$ cat src/rtl/pwm_pkg.sv
package pwm_pkg;
  localparam int unsigned PWM_CNT_W = 10;
  localparam int unsigned PWM_N_CH  = 4;

  function automatic int unsigned sel_width(input int unsigned n);
    return (n > 1) ? $clog2(n) : 1;
  endfunction
endpackage

$ cat src/rtl/pwm_tick_counter.sv
module pwm_tick_counter #(
  parameter int unsigned CNT_W = pwm_pkg::PWM_CNT_W
) (
  input  logic             clk_i,
  input  logic             rst_ni,
  input  logic             tick_i,
  output logic [CNT_W-1:0] cnt_o,
  output logic             wrap_o
);
  localparam logic [CNT_W-1:0] CNT_MAX = '1;

  logic [CNT_W-1:0] cnt_q;

  assign wrap_o = tick_i && (cnt_q == CNT_MAX);
  assign cnt_o  = cnt_q;

  always_ff @(posedge clk_i or negedge rst_ni) begin
    if (!rst_ni)      cnt_q <= '0;
    else if (wrap_o)  cnt_q <= '0;
    else if (tick_i)  cnt_q <= cnt_q + 1'b1;
  end

  assert_cnt_hold_R2: assert property (@(posedge clk_i) disable iff (!rst_ni)
    !tick_i |=> $stable(cnt_q));
  assert_cnt_step_R2: assert property (@(posedge clk_i) disable iff (!rst_ni)
    (tick_i && cnt_q != CNT_MAX) |=> (cnt_q == $past(cnt_q) + 1'b1));
  assert_cnt_wrap_R3: assert property (@(posedge clk_i) disable iff (!rst_ni)
    (tick_i && cnt_q == CNT_MAX) |=> (cnt_q == '0));
endmodule

$ cat src/rtl/pwm_channel.sv
module pwm_channel #(
  parameter int unsigned CNT_W = pwm_pkg::PWM_CNT_W
) (
  input  logic             clk_i,
  input  logic             rst_ni,
  input  logic [CNT_W-1:0] cnt_i,
  input  logic             wrap_i,
  input  logic             wr_i,
  input  logic [CNT_W-1:0] data_i,
  output logic             pwm_o
);
  logic [CNT_W-1:0] shadow_q;
  logic [CNT_W-1:0] active_q;

  always_ff @(posedge clk_i or negedge rst_ni) begin
    if (!rst_ni)   shadow_q <= '0;
    else if (wr_i) shadow_q <= data_i;
  end

  // copy takes pre-write shadow when write and wrap coincide
  always_ff @(posedge clk_i or negedge rst_ni) begin
    if (!rst_ni)     active_q <= '0;
    else if (wrap_i) active_q <= shadow_q;
  end

  assign pwm_o = (cnt_i <= active_q);

  assert_shadow_load_R5: assert property (@(posedge clk_i) disable iff (!rst_ni)
    wr_i |=> (shadow_q == $past(data_i)));
  assert_shadow_keep_R8: assert property (@(posedge clk_i) disable iff (!rst_ni)
    !wr_i |=> $stable(shadow_q));
  assert_active_hold_R5: assert property (@(posedge clk_i) disable iff (!rst_ni)
    !wrap_i |=> $stable(active_q));
  assert_active_copy_R7: assert property (@(posedge clk_i) disable iff (!rst_ni)
    wrap_i |=> (active_q == $past(shadow_q)));
endmodule

$ cat src/rtl/pwm_shared_cnt.sv
module pwm_shared_cnt #(
  parameter int unsigned CNT_W = pwm_pkg::PWM_CNT_W,
  parameter int unsigned N_CH  = pwm_pkg::PWM_N_CH,
  localparam int unsigned SEL_W = pwm_pkg::sel_width(N_CH)
) (
  input  logic             clk_i,
  input  logic             rst_ni,
  input  logic             tick_i,
  input  logic             wr_en_i,
  input  logic [SEL_W-1:0] wr_sel_i,
  input  logic [CNT_W-1:0] wr_data_i,
  output logic [N_CH-1:0]  pwm_o
);
  logic [CNT_W-1:0] cnt;
  logic             wrap;
  logic [N_CH-1:0]  wr_vec;

  pwm_tick_counter #(.CNT_W(CNT_W)) u_cnt (
    .clk_i  (clk_i),
    .rst_ni (rst_ni),
    .tick_i (tick_i),
    .cnt_o  (cnt),
    .wrap_o (wrap)
  );

  for (genvar c = 0; c < N_CH; c++) begin : g_ch
    assign wr_vec[c] = wr_en_i && (wr_sel_i == SEL_W'(c));

    pwm_channel #(.CNT_W(CNT_W)) u_ch (
      .clk_i  (clk_i),
      .rst_ni (rst_ni),
      .cnt_i  (cnt),
      .wrap_i (wrap),
      .wr_i   (wr_vec[c]),
      .data_i (wr_data_i),
      .pwm_o  (pwm_o[c])
    );
  end

  assert_high_after_wrap_R6: assert property (@(posedge clk_i) disable iff (!rst_ni)
    wrap |=> (&pwm_o));
  assert_out_hold_R4: assert property (@(posedge clk_i) disable iff (!rst_ni)
    (!tick_i && !wrap) |=> $stable(pwm_o));
endmodule

$ cat config.mk
export PLATFORM = sky130hd
export DESIGN_NAME = pwm_shared_cnt
export DESIGN_NICKNAME = d
export VERILOG_FILES = /design/src/rtl/pwm_pkg.sv /design/src/rtl/pwm_tick_counter.sv /design/src/rtl/pwm_channel.sv /design/src/rtl/pwm_shared_cnt.sv
export SDC_FILE = /design/constraint.sdc
export NUM_CORES = 1
export LEC_CHECK = 0
export BUFFER_PORTS_ARGS = -buffer_cell sky130_fd_sc_hd__buf_4
export CAP_MARGIN = 20
export CORE_ASPECT_RATIO = 0.75
export CORE_MARGIN = 3
export CORE_UTILIZATION = 35
export CTS_BUF_LIST = sky130_fd_sc_hd__clkbuf_4 sky130_fd_sc_hd__clkbuf_8 sky130_fd_sc_hd__clkbuf_16
export DETAILED_ROUTE_END_ITERATION = 16
export PLACE_DENSITY = 0.54
export REMOVE_ABC_BUFFERS = 1
export SYNTH_ARGS = -nofsm -noshare
export SYNTH_HDL_FRONTEND = slang
export SYNTH_HIERARCHICAL = 1
export SYNTH_SLANG_ARGS = --single-unit
$ cat constraint.sdc
create_clock -name clk_i -period 2.4 [get_ports clk_i]
set_input_delay 0.72 -clock clk_i [delete_from_list [all_inputs] [get_ports clk_i]]
set_output_delay 0.72 -clock clk_i [all_outputs]
set_load 0.1 [all_outputs]
==> impl_metrics.py <==
metrics = {
    "run_status": {
        "status": "finished with violations",
        "violations": "negative setup slack",
    },
    "setup_path": {
        "path_max_fanout": 5,
        "cp-end-kind": "output port",
        "cp_slowest_cell": "dfrtp_2",
        "rr_startpoint": "u_cnt/cnt_o[0]",
        "cpLargestDelayFamily": "flip-flops",
        "critPathKind": "reg -> out",
        "required_ns": 1.68,
        "setup.worst_path.start": "u_cnt/cnt_o[9]",
        "crit_buf_inv": 1,
        "crit_path_max_incr_delay_ns": 0.45,
        "crit_chain": "ha_1 -> nand4_1 -> nor3_1 -> o41ai_2 -> buf_6",
        "worst_setup_path_start_kind": "flop",
        "crit_arrival_ns": 2.06,
    },
    "power_and_ir_drop": {
        "seqPwrFrac": 0.446,
        "p_per_area_nw_per_um2": 783,
        "peakVddDrop_v": 0.000393,
        "switchingPower_mw": 1.27,
        "p_leak_nw": 2.42,
        "p_clk_frac": 0.315,
        "internal-power_mw": 3.01,
        "pwr-share-comb": 0.239,
        "swShare": 0.297,
        "total_power_mw": 4.28,
    },
    "clock_network": {
        "clk_latency_ns": 0.34,
        "clk_path_buf_depth": 2,
        "cts_root_buffer": "clkbuf_16",
        "cts_buffers": 9,
        "clk_pin_slew_worst_paths_ns": 0.06,
        "clkSinkCount": 90,
        "cts_tree": "done",
        "h-tree-depth": 3,
    },
    "sta": {
        "period_share": 1.16,
        "whs_ns": 0.276,
        "final-hold-violation-count": 0,
        "finalCriticalPeriod_ns": 2.78,
        "setup_viol": 4,
        "finalMaxSlewViolations": 0,
        "max_freq_ghz": 0.359,
        "setup_slack_ns": -0.385,
        "skew_ns": 0.00548,
        "tns_ns": -1.45,
        "rsz0062_at_grt": "true",
        "slew_headroom": 0.725,
        "worst_pin_slew_ns": 0.409,
    },
    "layout": {
        "drive_above_1_share": 0.329,
        "fillCellCount": 1122,
        "nets": 502,
        "diodes": 0,
        "final_cells": 612,
        "layout_common_cells": "dfrtp_1 (82), inv_1 (45), mux2_2 (44), nand2_1 (44)",
        "area_delta_synth_final_pct": 23.1,
        "mostFrequentLayoutCell": "dfrtp_1",
    },
    "floorplan": {
        "io_pins": 20,
        "dieArea_um2": 14100,
        "fp.dieH_um": 104,
        "rows": 34,
        "core_um2": 12000,
        "start_util": 0.370,
        "die_w_um": 136,
    },
    "synthesis": {
        "synth_top_flop_cell": "dfrtp_1",
        "synth_cell_types": 32,
        "ys_ff_latch": 90,
        "synth_async_sr_flop_share": 1.00,
        "synth_edf_count": 0,
        "synth_top_area_cell": "dfrtp_1",
        "avgSynthCellArea_um2": 11.1,
        "syn_area_um2": 4440,
        "seq_area_frac_synth": 0.507,
        "synth_cells": 401,
        "synth_top_area_frac": 0.507,
        "yosys-top-cells-area": "dfrtp_1 (51%), ha_1 (12%), mux2_2 (11%), o21ai_0 (4.7%), inv_1 (3.9%)",
        "yosysWarnings": 6,
    },
    "run": {
        "cap_viol_max_count": 0,
    },
    "placed_design": {
        "dp.cells": 592,
        "gp_congestion": 0.787,
        "dp_hpwl_um": 7390,
        "port_buffers": 19,
        "pre_cts_slack_ns": -0.169,
    },
    "global_routing": {
        "grt_pass1_vias": 3130,
        "grt-ovfl-total": 0,
        "antenna_found_initial": 0,
        "grt_usage": 0.154,
        "grt_pass1_wl_um": 16700,
        "grt_max_degree": 41,
    },
    "drt": {
        "drc": 0,
        "dr.pass1.iters": 4,
        "vias": 3079,
        "wirelength_um": 10100,
        "ant_nets": 0,
        "routedWlPerCell_um": 16.4,
        "drtIter0Drc": 170,
        "viasPerCell": 5.03,
    },
    "hold_path": {
        "worstHoldPathType": "in -> async",
    },
}
==> registers in the layout, indices dropped and copies added, names as in the netlist <==
register and cells:
u_cnt/cnt_o 10, g_ch.u_ch/active_q 40, g_ch.u_ch/shadow_q 40
==> per-layer routing <==
layer,GRT usage,share of wire,up-vias
li1,-,-,1482
met5,0,0,-
met3,0.0480,0.050,13
met2,0.199,0.40,56
met4,0.0468,0.014,0
met1,0.241,0.53,1528
==> kinds of logic after synthesis <==
logic type / count (synthesis) / synth area share
compound gates: 72 / 0.104
buf+inv: 58 / 0.0524
mux: 45 / 0.114
flops: 90 / 0.507
xor+xnor: 4 / 0.00789
simple gates: 91 / 0.0991
fa+ha+maj: 41 / 0.115
==> worst reg2reg max path: cells and delay by family (launching register included) <==
kind	cells	cell delay (ns)
mux	1	0.35
fa+ha+maj	1	0.19
simple gates	2	0.60
buf+inv	2	0.44
flops	1	0.47
==> repair_timing <==
item                       4_1_cts  5_1_grt
hold buffers                     0        0
setup endpoints to repair        4        4
setup buffers                    2        2
pin swaps                       18       14
resized for setup               30        7
==> synth_stat cells (2+ instances only) <==
| cell | number |
|---|---|
| dfrtp_1 | 90 |
| inv_1 | 46 |
| mux2_2 | 44 |
| nand2_1 | 44 |
| o21ai_0 | 42 |
| ha_1 | 41 |
| a21oi_1 | 13 |
| nand3_1 | 9 |
| nand4_1 | 9 |
| nor2_1 | 9 |
| buf_2 | 8 |
| nor3_1 | 6 |
| a21o_1 | 5 |
| a211oi_2 | 4 |
| clkbuf_2 | 4 |
| o41ai_2 | 4 |
| nor4_1 | 3 |
| xor2_1 | 3 |
| and3b_1 | 2 |
| nand3_2 | 2 |
| or3_1 | 2 |
==> final cells by class <==
| type | instances | area, µm² | share of cell area |
|---|---|---|---|
| flip-flops and latches | 90 | 2260 | 0.414 |
| multi-input cells | 253 | 2160 | 0.395 |
| repair buffers | 45 | 378 | 0.0691 |
| clock buffers | 13 | 268 | 0.0489 |
| well taps | 162 | 203 | 0.0371 |
| inverters | 46 | 173 | 0.0316 |
| clock inverters | 3 | 23.8 | 0.00435 |
==> metrics by stage <==
step | utilization | instance area [µm²]
after CTS | 0.453 | 5430
after global routing | 0.456 | 5470
after detailed placement | 0.411 | 4920
after floorplan | - | 4380
after global placement | 0.411 | 4920
final | 0.456 | 5470
==> power by group through the flow <==
stage | combinational [mW] | sequential [mW] | clock, mW
3_3_place_gp | 0.860 | 1.90 | 0
6_report | 1.02 | 1.91 | 1.35
4_1_cts | 0.992 | 1.91 | 1.40
2_1_floorplan | 0.566 | 1.88 | 0
5_1_grt | 1.14 | 1.95 | 1.46
3_5_place_dp | 0.896 | 1.91 | 0
==> final timing paths <==
check                                            to  slack [ns]  cells past startpoint
setup / recovery                           pwm_o[1]       -0.38                      5
hold / removal             g_ch[1].u_ch/shadow_q[3]        0.28                      1
setup reg to reg           g_ch[3].u_ch/active_q[0]        0.25                      6
hold reg to reg            g_ch[1].u_ch/active_q[6]        0.48                      2
max in group asynchronous  g_ch[0].u_ch/shadow_q[9]        1.42                      2
min in group clk_i         g_ch[1].u_ch/active_q[6]        0.48                      2
Power figures use the tool's default switching activity.
